File: config.mk
export PLATFORM = sky130hd
export DESIGN_NAME = cs_term_gen
export DESIGN_NICKNAME = d
export VERILOG_FILES = /design/src/rtl/cs_term_pkg.sv /design/src/rtl/cs_attr_sel.sv /design/src/rtl/cs_wait_ctr.sv /design/src/rtl/cs_ack_enc.sv /design/src/rtl/cs_term_gen.sv
export SDC_FILE = /design/constraint.sdc
export NUM_CORES = 1
export LEC_CHECK = 0
export ABC_AREA = 1
export BUFFER_PORTS_ARGS = -buffer_cell sky130_fd_sc_hd__buf_4
export CAP_MARGIN = 10
export CORE_MARGIN = 3
export CORE_UTILIZATION = 50
export CTS_BUF_LIST = sky130_fd_sc_hd__clkbuf_8
export CTS_CLUSTER_SIZE = 40
export DETAILED_ROUTE_END_ITERATION = 7
export MAX_ROUTING_LAYER = met4
export PLACE_DENSITY = 0.73
export SYNTH_ARGS = -nofsm -noshare
export SYNTH_HDL_FRONTEND = slang
export SYNTH_SLANG_ARGS = --single-unit
File: constraint.sdc
create_clock -name clk -period 1.6 [get_ports clk]
set_input_delay 0 -clock clk [delete_from_list [all_inputs] [get_ports clk]]
set_output_delay 0 -clock clk [all_outputs]
set_load 0.01 [all_outputs]
File: src/rtl/cs_term_pkg.sv
package cs_term_pkg;
   typedef enum logic [1:0] {
      ACK_NONE = 2'b11,
      ACK_P8   = 2'b01,
      ACK_P16  = 2'b10
   } ack_code_e;

   function automatic ack_code_e width_code(input logic is16);
      return is16 ? ACK_P16 : ACK_P8;
   endfunction
endpackage

File: src/rtl/cs_attr_sel.sv
module cs_attr_sel #(
   parameter int MAX_WAIT     = 6,
   parameter int BOOT_WAITS   = 6,
   parameter int WAIT_W       = 3,
   parameter int CNT_W        = 5,
   parameter bit FAST_SUPPORT = 1'b1
) (
   input  logic              boot_global,
   input  logic              cs_hit,
   input  logic              wr,
   input  logic              wprot,
   input  logic              fast_term,
   input  logic [WAIT_W-1:0] wait_sel,
   input  logic              port16,
   input  logic              word_acc,
   input  logic              addr_lsb,
   output logic              claim,
   output logic              p16_eff,
   output logic [CNT_W-1:0]  target
);
   localparam logic [CNT_W-1:0] MAXW_C = CNT_W'(MAX_WAIT);
   localparam logic [CNT_W-1:0] BOOT_C = CNT_W'(BOOT_WAITS);
   localparam logic [CNT_W-1:0] BASE_C = CNT_W'(2);
   localparam logic [CNT_W-1:0] FAST_C = CNT_W'(1);

   logic             wp_block;
   logic             odd_word;
   logic             use_fast;
   logic [CNT_W-1:0] wide_wait;
   logic [CNT_W-1:0] clamped;

   initial begin
      assert_width_R3: assert (CNT_W > WAIT_W && MAX_WAIT >= 0 && BOOT_WAITS <= MAX_WAIT)
         else $error("cs_attr_sel: bad parameter set");
   end

   always_comb begin
      p16_eff   = boot_global | port16;
      wp_block  = ~boot_global & wr & wprot;
      odd_word  = p16_eff & word_acc & addr_lsb;
      claim     = (boot_global | cs_hit) & ~wp_block & ~odd_word;
      wide_wait = {{(CNT_W-WAIT_W){1'b0}}, wait_sel};
      clamped   = (wide_wait > MAXW_C) ? MAXW_C : wide_wait;
   end

   generate
      if (FAST_SUPPORT) begin : g_fast
         assign use_fast = fast_term & ~boot_global;
      end else begin : g_nofast
         assign use_fast = 1'b0;
      end
   endgenerate

   always_comb begin
      if (use_fast)         target = FAST_C;
      else if (boot_global) target = BASE_C + BOOT_C;
      else                  target = BASE_C + clamped;
   end
endmodule

File: src/rtl/cs_wait_ctr.sv
module cs_wait_ctr #(
   parameter int MAX_WAIT = 6,
   parameter int CNT_W    = 5
) (
   input  logic             clk,
   input  logic             rst_n,
   input  logic             cyc_strobe,
   input  logic             claim_in,
   input  logic             p16_in,
   input  logic [CNT_W-1:0] target_in,
   output logic             lat_claim,
   output logic             lat_p16,
   output logic             done
);
   localparam logic [CNT_W-1:0] TOP_C = CNT_W'(MAX_WAIT + 2);

   logic [CNT_W-1:0] cnt;
   logic [CNT_W-1:0] lat_target;
   logic             first;

   assign first = (cnt == '0);

   always_ff @(posedge clk or negedge rst_n) begin
      if (!rst_n) begin
         cnt        <= '0;
         lat_target <= '0;
         lat_claim  <= 1'b0;
         lat_p16    <= 1'b0;
      end else if (!cyc_strobe) begin
         cnt <= '0;
      end else begin
         if (first) begin
            lat_claim  <= claim_in;
            lat_p16    <= p16_in;
            lat_target <= target_in;
            cnt        <= {{(CNT_W-1){1'b0}}, 1'b1};
         end else if (cnt < lat_target) begin
            cnt <= cnt + 1'b1;
         end
      end
   end

   assign done = (cnt != '0) && (cnt >= lat_target);

   assert_idle_clear_R11: assert property (@(posedge clk) disable iff (!rst_n)
      !cyc_strobe |=> cnt == '0);
   assert_attr_frozen_R12: assert property (@(posedge clk) disable iff (!rst_n)
      (cyc_strobe && $past(cyc_strobe) && $past(cnt) != '0) |-> ($stable(lat_p16) && $stable(lat_target)));
   assert_target_bound_R3: assert property (@(posedge clk) disable iff (!rst_n)
      lat_target <= TOP_C);
   assert_cnt_bound_R2: assert property (@(posedge clk) disable iff (!rst_n)
      cnt <= TOP_C);
endmodule

File: src/rtl/cs_ack_enc.sv
module cs_ack_enc
   import cs_term_pkg::*;
(
   input  logic       clk,
   input  logic       rst_n,
   input  logic       cyc_strobe,
   input  logic       done,
   input  logic       lat_claim,
   input  logic       lat_p16,
   output logic [1:0] ack_n
);
   ack_code_e code;

   always_comb begin
      if (cyc_strobe && done && lat_claim) code = width_code(lat_p16);
      else                                 code = ACK_NONE;
   end

   assign ack_n = code;

   assert_release_R11: assert property (@(posedge clk) disable iff (!rst_n)
      !cyc_strobe |-> ack_n == 2'b11);
   assert_legal_code_R5: assert property (@(posedge clk) disable iff (!rst_n)
      ack_n != 2'b00);
   assert_hold_R13: assert property (@(posedge clk) disable iff (!rst_n)
      (cyc_strobe && $past(cyc_strobe) && $past(ack_n) != 2'b11) |-> $stable(ack_n));
endmodule

File: src/rtl/cs_term_gen.sv
module cs_term_gen #(
   parameter int MAX_WAIT     = 6,
   parameter int BOOT_WAITS   = 6,
   parameter int WAIT_W       = 3,
   parameter bit FAST_SUPPORT = 1'b1
) (
   input  logic              clk,
   input  logic              rst_n,
   input  logic              cyc_strobe,
   input  logic              cs_hit,
   input  logic              boot_global,
   input  logic              wr,
   input  logic              wprot,
   input  logic              fast_term,
   input  logic [WAIT_W-1:0] wait_sel,
   input  logic              port16,
   input  logic              word_acc,
   input  logic              addr_lsb,
   output logic [1:0]        ack_n
);
   localparam int CNT_W = $clog2(MAX_WAIT + 3) + 1;

   logic             claim;
   logic             p16_eff;
   logic [CNT_W-1:0] target;
   logic             lat_claim;
   logic             lat_p16;
   logic             done;

   cs_attr_sel #(
      .MAX_WAIT(MAX_WAIT), .BOOT_WAITS(BOOT_WAITS), .WAIT_W(WAIT_W),
      .CNT_W(CNT_W), .FAST_SUPPORT(FAST_SUPPORT)
   ) u_sel (
      .boot_global(boot_global), .cs_hit(cs_hit), .wr(wr), .wprot(wprot),
      .fast_term(fast_term), .wait_sel(wait_sel), .port16(port16),
      .word_acc(word_acc), .addr_lsb(addr_lsb),
      .claim(claim), .p16_eff(p16_eff), .target(target)
   );

   cs_wait_ctr #(.MAX_WAIT(MAX_WAIT), .CNT_W(CNT_W)) u_ctr (
      .clk(clk), .rst_n(rst_n), .cyc_strobe(cyc_strobe),
      .claim_in(claim), .p16_in(p16_eff), .target_in(target),
      .lat_claim(lat_claim), .lat_p16(lat_p16), .done(done)
   );

   cs_ack_enc u_enc (
      .clk(clk), .rst_n(rst_n), .cyc_strobe(cyc_strobe), .done(done),
      .lat_claim(lat_claim), .lat_p16(lat_p16), .ack_n(ack_n)
   );

   assert_reset_idle_R1: assert property (@(posedge clk) disable iff (!rst_n)
      $rose(rst_n) |-> ack_n == 2'b11);
endmodule

==> metrics.yaml, run 1 <==
drt:
  routed_wl_um: 1910
  via_count: 792
  detailedRoute.firstPassIterationCount: 4
  wl_per_cell_um: 12.5
  first_iter_violations: 15
  drc: 0
  detail-route-antenna-nets: 0
  vias_per_cell: 5.18
place:
  finalWeightedCongestion: 0.933
  io_buffers: 15
  dpl_cell_area_sq_um: 966
  hpwl_um: 1350
layout:
  regArea_sq_um: 275
  n_antenna_cell: 0
  multi_input_comb_area_sq_um: 492
  final_core_util: 0.759
  area_growth_pct: 31.6
  final_nets: 160
  most-common-layout-cells: "28 x nand2_1, 22 x buf_4, 18 x inv_1"
  n_fill_cell: 113
  final_common_cell: "nand2_1"
  drive_above_1_share: 0.304
  final_area_sq_mm: 0.00107
synthesis:
  syn-cell-area_sq_um: 816
  synth_cell_types: 18
  syn_area_per_cell_sq_um: 7.28
  ys_seq_area_frac: 0.337
  ys_seq_elements: 11
  synthCells: 112
  yosysWarnings: 0
  synth.net_count: 133
sta:
  hold_viol_final: 0
  skew_ns: 0.00383
  setup_viol: 0
  relSlewSlack: 0.784
  worstMarginPinSlew_ns: 0.323
  slew_violations: 0
  fmax_mhz: 646
  holdWs_ns: 0.0453
  layout_worst_path_cycle_share: 0.968
  min_period_ns: 1.55
floorplan:
  core_area_sq_mm: 0.00142
  start_util: 0.576
  die_y_um: 46.4
  ioPinCount: 16
  die_w_um: 46.4
  dieArea_sq_mm: 0.00215
  rows: 13
run_status:
  status: "finished, final reports clean"
pwr:
  ir_drop_v: 0.00118
  p_leak_nw: 0.581
  finalPower_mw: 1.71
  power.density_mw_per_mm2: 1590
clocking:
  cts_tree: "done"
  cts-root-buf: "clkbuf_8"
  clockBufferDepth: 2
  cts_buffers: 3
  clk_latency_ns: 0.24
  ctsHtreeMaxLevel: 1
  path_clk_slew_ns: 0.05
  cts_sinks: 11
global_route:
  antenna_found_initial: 0
  overflow: 0
  grt_pass1_wl_um: 2900
  grt_start_max_net_pins: 12
  grt_pass1_vias: 716
  grt_usage: 0.199
worst_setup_path:
  crit_path_start_kind: "flip-flop"
  critical_path_class: "flip-flop to output port"
  critPathRequiredTime_ns: 1.60
  cp_data_arrival_time_ns: 1.55
  worstPathMaxFanout: 5
  crit_path_end_kind: "output port"
hold_path:
  hp-class: "input pin to flip-flop"
job:
  max_cap_viol_count: 0
[synth_stat cells]
cell type | instances | area, sq um
a21oi_1 | 3 | 15.0
a21oi_4 | 1 | 16.3
and3_1 | 1 | 6.26
buf_6 | 1 | 11.3
dfrtp_1 | 11 | 275
ha_1 | 7 | 87.6
inv_1 | 18 | 67.6
nand2_1 | 28 | 105
nand2_2 | 2 | 12.5
nand2_4 | 1 | 11.3
nand3_1 | 15 | 75.1
nand3b_1 | 1 | 7.51
nand4_1 | 1 | 6.26
nor2_1 | 12 | 45.0
nor2_4 | 3 | 33.8
o21ai_0 | 5 | 25.0
o21ai_2 | 1 | 8.76
or2_2 | 1 | 6.26
[final cells by class]
cell class                      instances  area share
Clock buffer                            3      0.0385
Clock inverter                          1     0.00350
Inverter                               18      0.0629
Multi-Input combinational cell         82       0.458
Sequential cell                        11       0.256
Tap cell                               15      0.0175
Timing Repair Buffer                   23       0.163
[report_power, final]
part	internal (mW)	switching, mW	leakage (nW)	total (mW)
combinational	0.384	0.614	0.410	0.999
sequential	0.377	0.0539	0.144	0.430
clock	0.169	0.110	0.0269	0.279
total	0.930	0.778	0.581	1.71
[through the flow]
| stage | std cells | setup WS (ns) | TNS [ns] |
|---|---|---|---|
| 4_1_cts | 150 | 0.0295 | 0 |
| 3_5_place_dp | 145 | 0.162 | 0 |
| 6_report | 153 | 0.0508 | 0 |
| 2_1_floorplan | 112 | 0.190 | 0 |
| 5_1_grt | 153 | -0.0289 | -0.0654 |
| 3_3_place_gp | 145 | 0.197 | 0 |
[final timing paths]
check | from | endpoint | slack (ns) | cells after the start
max | u_ctr.cnt[0]$_DFFE_PN0P_ | ack_n[1] | 0.05 | 8
min | wait_sel[1] | u_ctr.lat_target[1]$_DFFE_PN0P_ | 0.05 | 3
max reg2reg | u_ctr.cnt[0]$_DFFE_PN0P_ | u_ctr.cnt[1]$_DFFE_PN0P_ | 0.09 | 9
min reg2reg | u_ctr.lat_claim$_DFFE_PN0P_ | u_ctr.lat_claim$_DFFE_PN0P_ | 0.50 | 2
max in group asynchronous | rst_n | u_ctr.cnt[1]$_DFFE_PN0P_ | 1.31 | 2
min in group asynchronous | rst_n | u_ctr.lat_p16$_DFFE_PN0P_ | 0.14 | 2
[worst max-delay path, cell delays in order (launching register included)]
cell     delay, ns
dfrtp_1       0.36
inv_1         0.08
ha_1          0.21
inv_1         0.09
nor2_4        0.05
nand2_4       0.10
and3_4        0.19
nand3_2       0.07
buf_4         0.14
[layer usage]
| metal | vias up | GRT usage | part of all wire |
|---|---|---|---|
| met5 | - | - | 0 |
| met4 | 0 | 0.0852 | 0.021 |
| met3 | 6 | 0.0352 | 0.046 |
| met2 | 29 | 0.299 | 0.48 |
| met1 | 351 | 0.260 | 0.45 |
| li1 | 406 | - | - |
[repair_timing]
action                                  4_1_cts  5_1_grt
buffers inserted                              0        3
endpoints found under the setup margin        0        3
resized for setup                             0        8
hold buffers                                  1        0
endpoints found under the hold margin        11        0
[flip-flops by register name, summed over array words and instances (netlist names)]
signal / flops
u_ctr.lat_p16: 1
u_ctr.cnt: 5
u_ctr.lat_claim: 1
u_ctr.lat_target: 4
[logic make-up after synthesis]
| kind of cell | count (synthesis) | share of synthesized area |
|---|---|---|
| simple gates | 65 | 0.379 |
| flops | 11 | 0.337 |
| fa+ha+maj | 7 | 0.107 |
| compound gates | 10 | 0.0798 |
| buf+inv | 19 | 0.0966 |
(Power assumes the default switching activity.)
==> run 2, diff against run 1 <==
ABC_AREA = unset   (was 1)
BUFFER_PORTS_ARGS = -buffer_cell sky130_fd_sc_hd__buf_2   (was -buffer_cell sky130_fd_sc_hd__buf_4)
PLACE_DENSITY = 0.75   (was 0.73)
==> run 2 against run 1 <==
- the run now ends with setup timing left
- critical path depth down 2
- setup slack got worse by 0.25 ns
- worst hold slack got worse by 0.0047 ns
- area after synthesis down 15%
- non-clock buffer count increased by 8
- maximum frequency fell by 14%
- sequential cell count unchanged
- die area shrank 14%
- critical path type unchanged
- critical endpoint is now ack_n[0]
- largest cell class unchanged
==> metrics.yaml, run 2 <==
run_status:
  status: "finished, violations left"  # was finished, final reports clean
  failed_checks: "setup timing"
sta:
  slew_violations: 0  # unchanged
  setup_viol: 4  # was 0
  min_period_ns: 1.79  # was 1.55 ns
  fin_setup_tns_ns: -0.395  # was 0 ns
  skew_ns: 0.00158  # was 0.00383 ns
  relSlewSlack: 0.793  # was 0.784
  hold_viol_final: 0  # unchanged
  layout_worst_path_cycle_share: 1.12  # was 0.968
  worstMarginPinSlew_ns: 0.310  # was 0.323 ns
  fmax_mhz: 557  # was 646 MHz
  setup_ws_ns: -0.195  # was 0.0508 ns
  rsz0062_at_grt: "yes"
job:
  max_cap_viol_count: 0  # unchanged
pwr:
  p_sw_uw: 745  # was 778 uW
  pwr-share-clk: 0.150  # was 0.163
  pwr-share-seq: 0.240  # was 0.252
  swShare: 0.396  # was 0.456
  finalPower_mw: 1.88  # was 1.71 mW
  pwr-share-comb: 0.611  # was 0.585
  ir_drop_v: 0.00119  # was 0.00118 V
  p_leak_nw: 0.518  # was 0.581 nW
  p_int_mw: 1.14  # was 930 uW
  power.density_mw_per_mm2: 1770  # was 1590 mW/mm^2
floorplan:
  ioPinCount: 16  # unchanged
  dieArea_sq_mm: 0.00186  # was 0.00215 sq mm
  die_y_um: 43.1  # was 46.4 um
  die_w_um: 43.1  # was 46.4 um
  rows: 12  # was 13
  start_util: 0.574  # was 0.576
  core_area_sq_mm: 0.00120  # was 0.00142 sq mm
synthesis:
  synthTopCellsByArea: "dfrtp_1 40%, ha_1 13%, nand2_1 6.0%, inv_1 4.4%, nor2_1 3.8%"  # was dfrtp_1 34%, nand2_1 13%, ha_1 11%, nand3_1 9.2%, inv_1 8.3%
  yosysWarnings: 0  # unchanged
  synthCells: 75  # was 112
  syn-cell-area_sq_um: 689  # was 816 sq um
  synth_largest_area_cell: "dfrtp_1"  # unchanged
  syn_area_per_cell_sq_um: 9.19  # was 7.28 sq um
  ys_seq_elements: 11  # unchanged
  synth_cell_types: 28  # was 18
  ys_seq_area_frac: 0.399  # was 0.337
  async_flop_share: 1.00  # unchanged
  synthFlopType: "dfrtp_1"  # unchanged
  synth.net_count: 96  # was 133
  synth_edf_count: 0  # unchanged
  synth_top_area_share: 0.399  # was 0.337
  synth_common_cells: "11 x dfrtp_1, 11 x nand2_1, 8 x inv_1"  # was 28 x nand2_1, 18 x inv_1, 15 x nand3_1
layout:
  n_fill_cell: 53  # was 113
  top_register: "u_ctr.cnt"  # unchanged
  largest_register_ffs: 5  # unchanged
  most-common-layout-cells: "15 x buf_2, 10 x nand2_1, 10 x dfrtp_1"  # was 28 x nand2_1, 22 x buf_4, 18 x inv_1
  n_antenna_cell: 0  # unchanged
  drive_above_1_share: 0.454  # was 0.304
  final_core_util: 0.886  # was 0.759
  final_common_cell: "buf_2"  # was nand2_1
  reg.largest.list: "u_ctr.cnt: 5 flops, u_ctr.lat_target: 4 flops"  # unchanged
  area_growth_pct: 54.4  # was 31.6%
  final_nets: 130  # was 160
  final_area_sq_mm: 0.00106  # was 0.00107 sq mm
clocking:
  path_clk_slew_ns: 0.05  # about the same
  cts_buffers: 3  # unchanged
  cts_sinks: 11  # unchanged
  clk_latency_ns: 0.24  # about the same
  ctsHtreeMaxLevel: 1  # unchanged
  clockBufferDepth: 2  # unchanged
  cts-root-buf: "clkbuf_8"  # unchanged
  cts_tree: "done"  # unchanged
worst_setup_path:
  crit_path_end_kind: "output port"  # unchanged
  worstPathMaxFanout: 4  # was 5
  critPathRequiredTime_ns: 1.60  # about the same
  cp_data_arrival_time_ns: 1.79  # was 1.55 ns
  crit_path_start_kind: "flip-flop"  # unchanged
  critical_path_class: "flip-flop to output port"  # unchanged
  reg2reg_depth: 7  # was 9
hold_path:
  hp-class: "input pin to flip-flop"  # unchanged
  hold_path_depth: 3  # unchanged
drt:
  detailedRoute.firstPassIterationCount: 4  # unchanged
  via_count: 748  # was 792
  drc: 0  # unchanged
  routed_wl_um: 2220  # was 1910 um
  vias_per_cell: 6.13  # was 5.18
  detail-route-antenna-nets: 0  # unchanged
  first_iter_violations: 30  # was 15
  wl_per_cell_um: 18.2  # was 12.5 um
global_route:
  grt_pass1_wl_um: 2820  # was 2900 um
  antenna_found_initial: 0  # unchanged
  grt_usage: 0.215  # was 0.199
  grt_start_max_net_pins: 12  # unchanged
  grt_pass1_vias: 665  # was 716
  overflow: 0  # unchanged
place:
  hpwl_um: 1250  # was 1350 um
  dpl_cell_area_sq_um: 831  # was 966 sq um
  io_buffers: 15  # unchanged
  finalWeightedCongestion: 0.849  # was 0.933
-- run 2: cell types whose count changed in the layout (fill, tap and decap cells not counted), moves of 4 or more --
cell,before,now
nand3_2,4,0
inv_1,18,7
o21ai_0,5,0
buf_4,22,9
nand3_1,11,1
buf_2,0,15
nand2_1,28,10
-- run 2: routing by layer --
metal | GRT usage | vias to the layer above | wire length [um] | share of wire
met5 | - | - | 0 | 0
met4 | 0.108 | 0 | 59 | 0.027
met3 | 0.0381 | 13 | 146 | 0.066
met2 | 0.363 | 56 | 1160 | 0.52
met1 | 0.240 | 353 | 850 | 0.38
li1 | - | 326 | - | -
-- run 2: worst max-delay path, cell delays in order, from the launching register on --
cell	delay (ns)
dfrtp_2	0.44
ha_4	0.28
nor2b_1	0.14
nand4_1	0.15
a211oi_4	0.29
nand2_1	0.10
buf_2	0.15
-- run 2: repair_timing --
| item | in CTS | in global routing |
|---|---|---|
| resized for setup | 9 | 17 |
| endpoints found under the hold margin | 12 | 1 |
| buffers inserted | 3 | 3 |
| setup endpoints to repair | 6 | 12 |
| pin swaps | 6 | 8 |
| hold buffers | 2 | 1 |
-- run 2: final cells by class --
type,instances,area (sq um),area share
well taps,14,17.5,0.0165
inverters,8,30.0,0.0282
multi-input cells,54,474,0.445
repair buffers,31,221,0.208
clock buffers,3,41.3,0.0388
flip-flops and latches,11,277,0.260
clock inverters,1,3.75,0.00353
-- run 2: path summary, 6_finish.rpt --
check / endpoint / start / slack, ns
max: ack_n[0] / u_ctr.cnt[1]$_DFFE_PN0P_ / -0.19
min: u_ctr.lat_p16$_DFFE_PN0P_ / port16 / 0.04
max reg2reg: u_ctr.lat_target[1]$_DFFE_PN0P_ / u_ctr.cnt[3]$_DFFE_PN0P_ / -0.03
min reg2reg: u_ctr.lat_target[2]$_DFFE_PN0P_ / u_ctr.lat_target[2]$_DFFE_PN0P_ / 0.51
max in group asynchronous: u_ctr.cnt[1]$_DFFE_PN0P_ / rst_n / 1.21
min in group asynchronous: u_ctr.lat_target[2]$_DFFE_PN0P_ / rst_n / 0.16
-- run 2: kinds of logic (layout without fill, tap and decap cells) --
kind of cell | after synthesis | count (layout) | synth area share
buffers and inverters | 10 | 43 | 0.0708
multiplexers | 1 | 1 | 0.0145
flip-flops | 11 | 11 | 0.399
XOR/XNOR | 1 | 1 | 0.0127
adder cells (fa/ha/maj) | 7 | 7 | 0.127
AO/OA/AOI/OAI | 17 | 17 | 0.174
AND/OR/NAND/NOR | 28 | 28 | 0.201
-- run 2: stage by stage --
stage | instances | worst slack, ns | hold WS (ns)
CTS | 120 | -0.198 | 0.0000389
global route | 122 | -0.290 | 0.0548
floorplan | 75 | 0.0159 | -0.296
global placement | 111 | 0.0115 | -0.117
detailed placement | 111 | -0.0397 | -0.120
finish | 122 | -0.195 | 0.0406
-- run 2: power by group through the flow --
stage / combinational (mW) / clock, mW / sequential (mW)
after global routing: 1.25 / 0.301 / 0.458
final: 1.15 / 0.282 / 0.451
after CTS: 0.917 / 0.284 / 0.431
after floorplan: 0.497 / 0 / 0.430
after global placement: 0.665 / 0 / 0.430
after detailed placement: 0.707 / 0 / 0.433
==> run 3, diff against run 2 <==
ABC_AREA = 1   (was unset)
CORE_UTILIZATION = 56   (was 50)
PLACE_DENSITY = 0.81   (was 0.75)
==> run 3 against run 2 <==
- the run now ends clean
- global-route usage up 1.5 points
- clock skew about the same
- critical path type unchanged
- wire length down 14%
- non-clock buffer count down 10
- clock power about the same
- setup slack better by 0.29 ns
- largest cell class unchanged
- sequential power down 5.8%
- power down 11%
- sequential share of layout area up 0.99 points
- die area up 4.9%
- critical path depth up 2
==> metrics.yaml, run 3 (synthesis results as in run 1) <==
layout:
  n_antenna_cell: 0  # unchanged
  final_nets: 158  # was 130
  reg.largest.list: "u_ctr.cnt: 5 flops, u_ctr.lat_target: 4 flops"  # unchanged
  most-common-layout-cells: "27 x nand2_1, 18 x inv_1, 15 x buf_2"  # was 15 x buf_2, 10 x nand2_1, 10 x dfrtp_1
  drive_above_1_share: 0.287  # was 0.454
  top_register: "u_ctr.cnt"  # unchanged
  largest_register_ffs: 5  # unchanged
  final_common_cell: "nand2_1"  # was buf_2
  n_fill_cell: 96  # was 53
  area_growth_pct: 25.2  # was 54.4%
drt:
  via_count: 783  # was 748
  drc: 0  # unchanged
  detailedRoute.firstPassIterationCount: 4  # unchanged
  detail-route-antenna-nets: 0  # unchanged
  first_iter_violations: 30  # unchanged
  routed_wl_um: 1920  # was 2220 um
  wl_per_cell_um: 12.7  # was 18.2 um
  vias_per_cell: 5.19  # was 6.13
job:
  max_cap_viol_count: 0  # unchanged
sta:
  worstMarginPinSlew_ns: 0.315  # was 0.310 ns
  min_period_ns: 1.51  # was 1.79 ns
  slew_violations: 0  # unchanged
  setup_viol: 0  # was 4
  layout_worst_path_cycle_share: 0.944  # was 1.12
  hold_viol_final: 0  # unchanged
  relSlewSlack: 0.790  # was 0.793
  holdWs_ns: 0.0422  # was 0.0406 ns
  fmax_mhz: 662  # was 557 MHz
  skew_ns: 0.00187  # was 0.00158 ns
  setup_ws_ns: 0.0903  # was -0.195 ns
worst_setup_path:
  reg2reg_depth: 9  # was 7
  critical_path_class: "flip-flop to output port"  # unchanged
  worstPathMaxFanout: 2  # was 4
  crit_path_end_kind: "output port"  # unchanged
  crit_path_start_kind: "flip-flop"  # unchanged
  critPathRequiredTime_ns: 1.60  # about the same
  cp_data_arrival_time_ns: 1.51  # was 1.79 ns
place:
  pre_cts_slack_ns: 0.142  # was -0.0397 ns
  hpwl_um: 1360  # was 1250 um
  finalWeightedCongestion: 0.920  # was 0.849
  io_buffers: 15  # unchanged
floorplan:
  die_y_um: 44.2  # was 43.1 um
  start_util: 0.612  # was 0.574
  ioPinCount: 16  # unchanged
  core_area_sq_mm: 0.00133  # was 0.00120 sq mm
  die_w_um: 44.2  # was 43.1 um
  dieArea_sq_mm: 0.00195  # was 0.00186 sq mm
  rows: 13  # was 12
pwr:
  p_leak_nw: 0.555  # was 0.518 nW
  power.density_mw_per_mm2: 1630  # was 1770 mW/mm^2
  ir_drop_v: 0.000942  # was 0.00119 V
clocking:
  cts-root-buf: "clkbuf_8"  # unchanged
  cts_sinks: 11  # unchanged
  path_clk_slew_ns: 0.05  # about the same
  cts_buffers: 3  # unchanged
  ctsHtreeMaxLevel: 1  # unchanged
  clockBufferDepth: 2  # unchanged
  clk_latency_ns: 0.25  # was 0.24 ns
  cts_tree: "done"  # unchanged
global_route:
  grt_start_max_net_pins: 12  # unchanged
  grt_usage: 0.230  # was 0.215
  antenna_found_initial: 0  # unchanged
  grt_pass1_vias: 736  # was 665
  overflow: 0  # unchanged
  grt_pass1_wl_um: 3060  # was 2820 um
hold_path:
  hold_path_depth: 3  # unchanged
  hp-class: "input pin to flip-flop"  # unchanged
run_status:
  status: "finished, final reports clean"  # was finished, violations left
[run 3: cell count changes in the layout (fill, tap and decap cells not counted), sizes merged, moves of 2 or more]
cell | previous run | this run
nand2 | 11 | 31
nand3 | 1 | 15
inv | 9 | 19
buf | 28 | 20
nor2 | 7 | 15
a211oi | 2 | 0
a31o | 2 | 0
dlygate4sd3 | 3 | 1
nand2b | 2 | 0
o21ai | 4 | 6
[run 3: power by group]
group	internal [mW]	switching [mW]	total [mW]
logic	0.354	0.604	0.958
registers	0.377	0.0489	0.425
clock network	0.169	0.116	0.285
total	0.899	0.769	1.67
[run 3: metal layers]
metal | GRT usage | up-vias | routed length (um)
li1 | - | 400 | -
met1 | 0.251 | 347 | 790
met2 | 0.363 | 30 | 924
met3 | 0.0732 | 6 | 135
met4 | 0.139 | 0 | 67
met5 | - | - | 0
[run 3: path summary, 6_finish.rpt]
kind                                                   end                             from  slack (ns)
min                            u_ctr.lat_claim$_DFFE_PN0P_                           cs_hit        0.04
min in group asynchronous      u_ctr.lat_claim$_DFFE_PN0P_                            rst_n        0.16
min reg2reg                    u_ctr.lat_claim$_DFFE_PN0P_      u_ctr.lat_claim$_DFFE_PN0P_        0.49
max reg2reg                       u_ctr.cnt[4]$_DFFE_PN0P_         u_ctr.cnt[0]$_DFFE_PN0P_        0.13
max                                               ack_n[0]  u_ctr.lat_target[3]$_DFFE_PN0P_        0.09
max in group asynchronous  u_ctr.lat_target[3]$_DFFE_PN0P_                            rst_n        1.24
[run 3: final cells by class]
class,instances,area (sq um),area share
well taps,15,18.8,0.0184
clock buffers,3,41.3,0.0404
multi-input cells,82,492,0.482
inverters,18,67.6,0.0662
clock inverters,1,3.75,0.00368
repair buffers,21,123,0.120
flip-flops and latches,11,275,0.270
[run 3: timing repair]
action / 4_1_cts / 5_1_grt
setup endpoints to repair: 0 / 8
endpoints found under the hold margin: 11 / 0
gates resized for setup: 0 / 7
setup buffers: 0 / 1
hold buffers: 1 / 0
[run 3: critical path, cell delays in order (launching register included)]
cell and delay [ns]:
dfrtp_1 0.37, inv_2 0.08, ha_4 0.20, nand2_1 0.06, nand2_1 0.06, nor2_2 0.18, nand3_2 0.11, nand3_1 0.09
buf_2 0.12
[run 3: stage by stage]
step / cells / instance area, sq um / utilization / power (mW) / setup TNS (ns)
after floorplan: 112 / 816 / - / 1.05 / 0
after global placement: 145 / 928 / 0.696 / 1.21 / 0
after detailed placement: 145 / 928 / 0.696 / 1.23 / 0
after CTS: 150 / 983 / 0.737 / 1.53 / 0
after global routing: 151 / 1020 / 0.765 / 1.83 / -0.0591
final: 151 / 1020 / 0.765 / 1.67 / 0
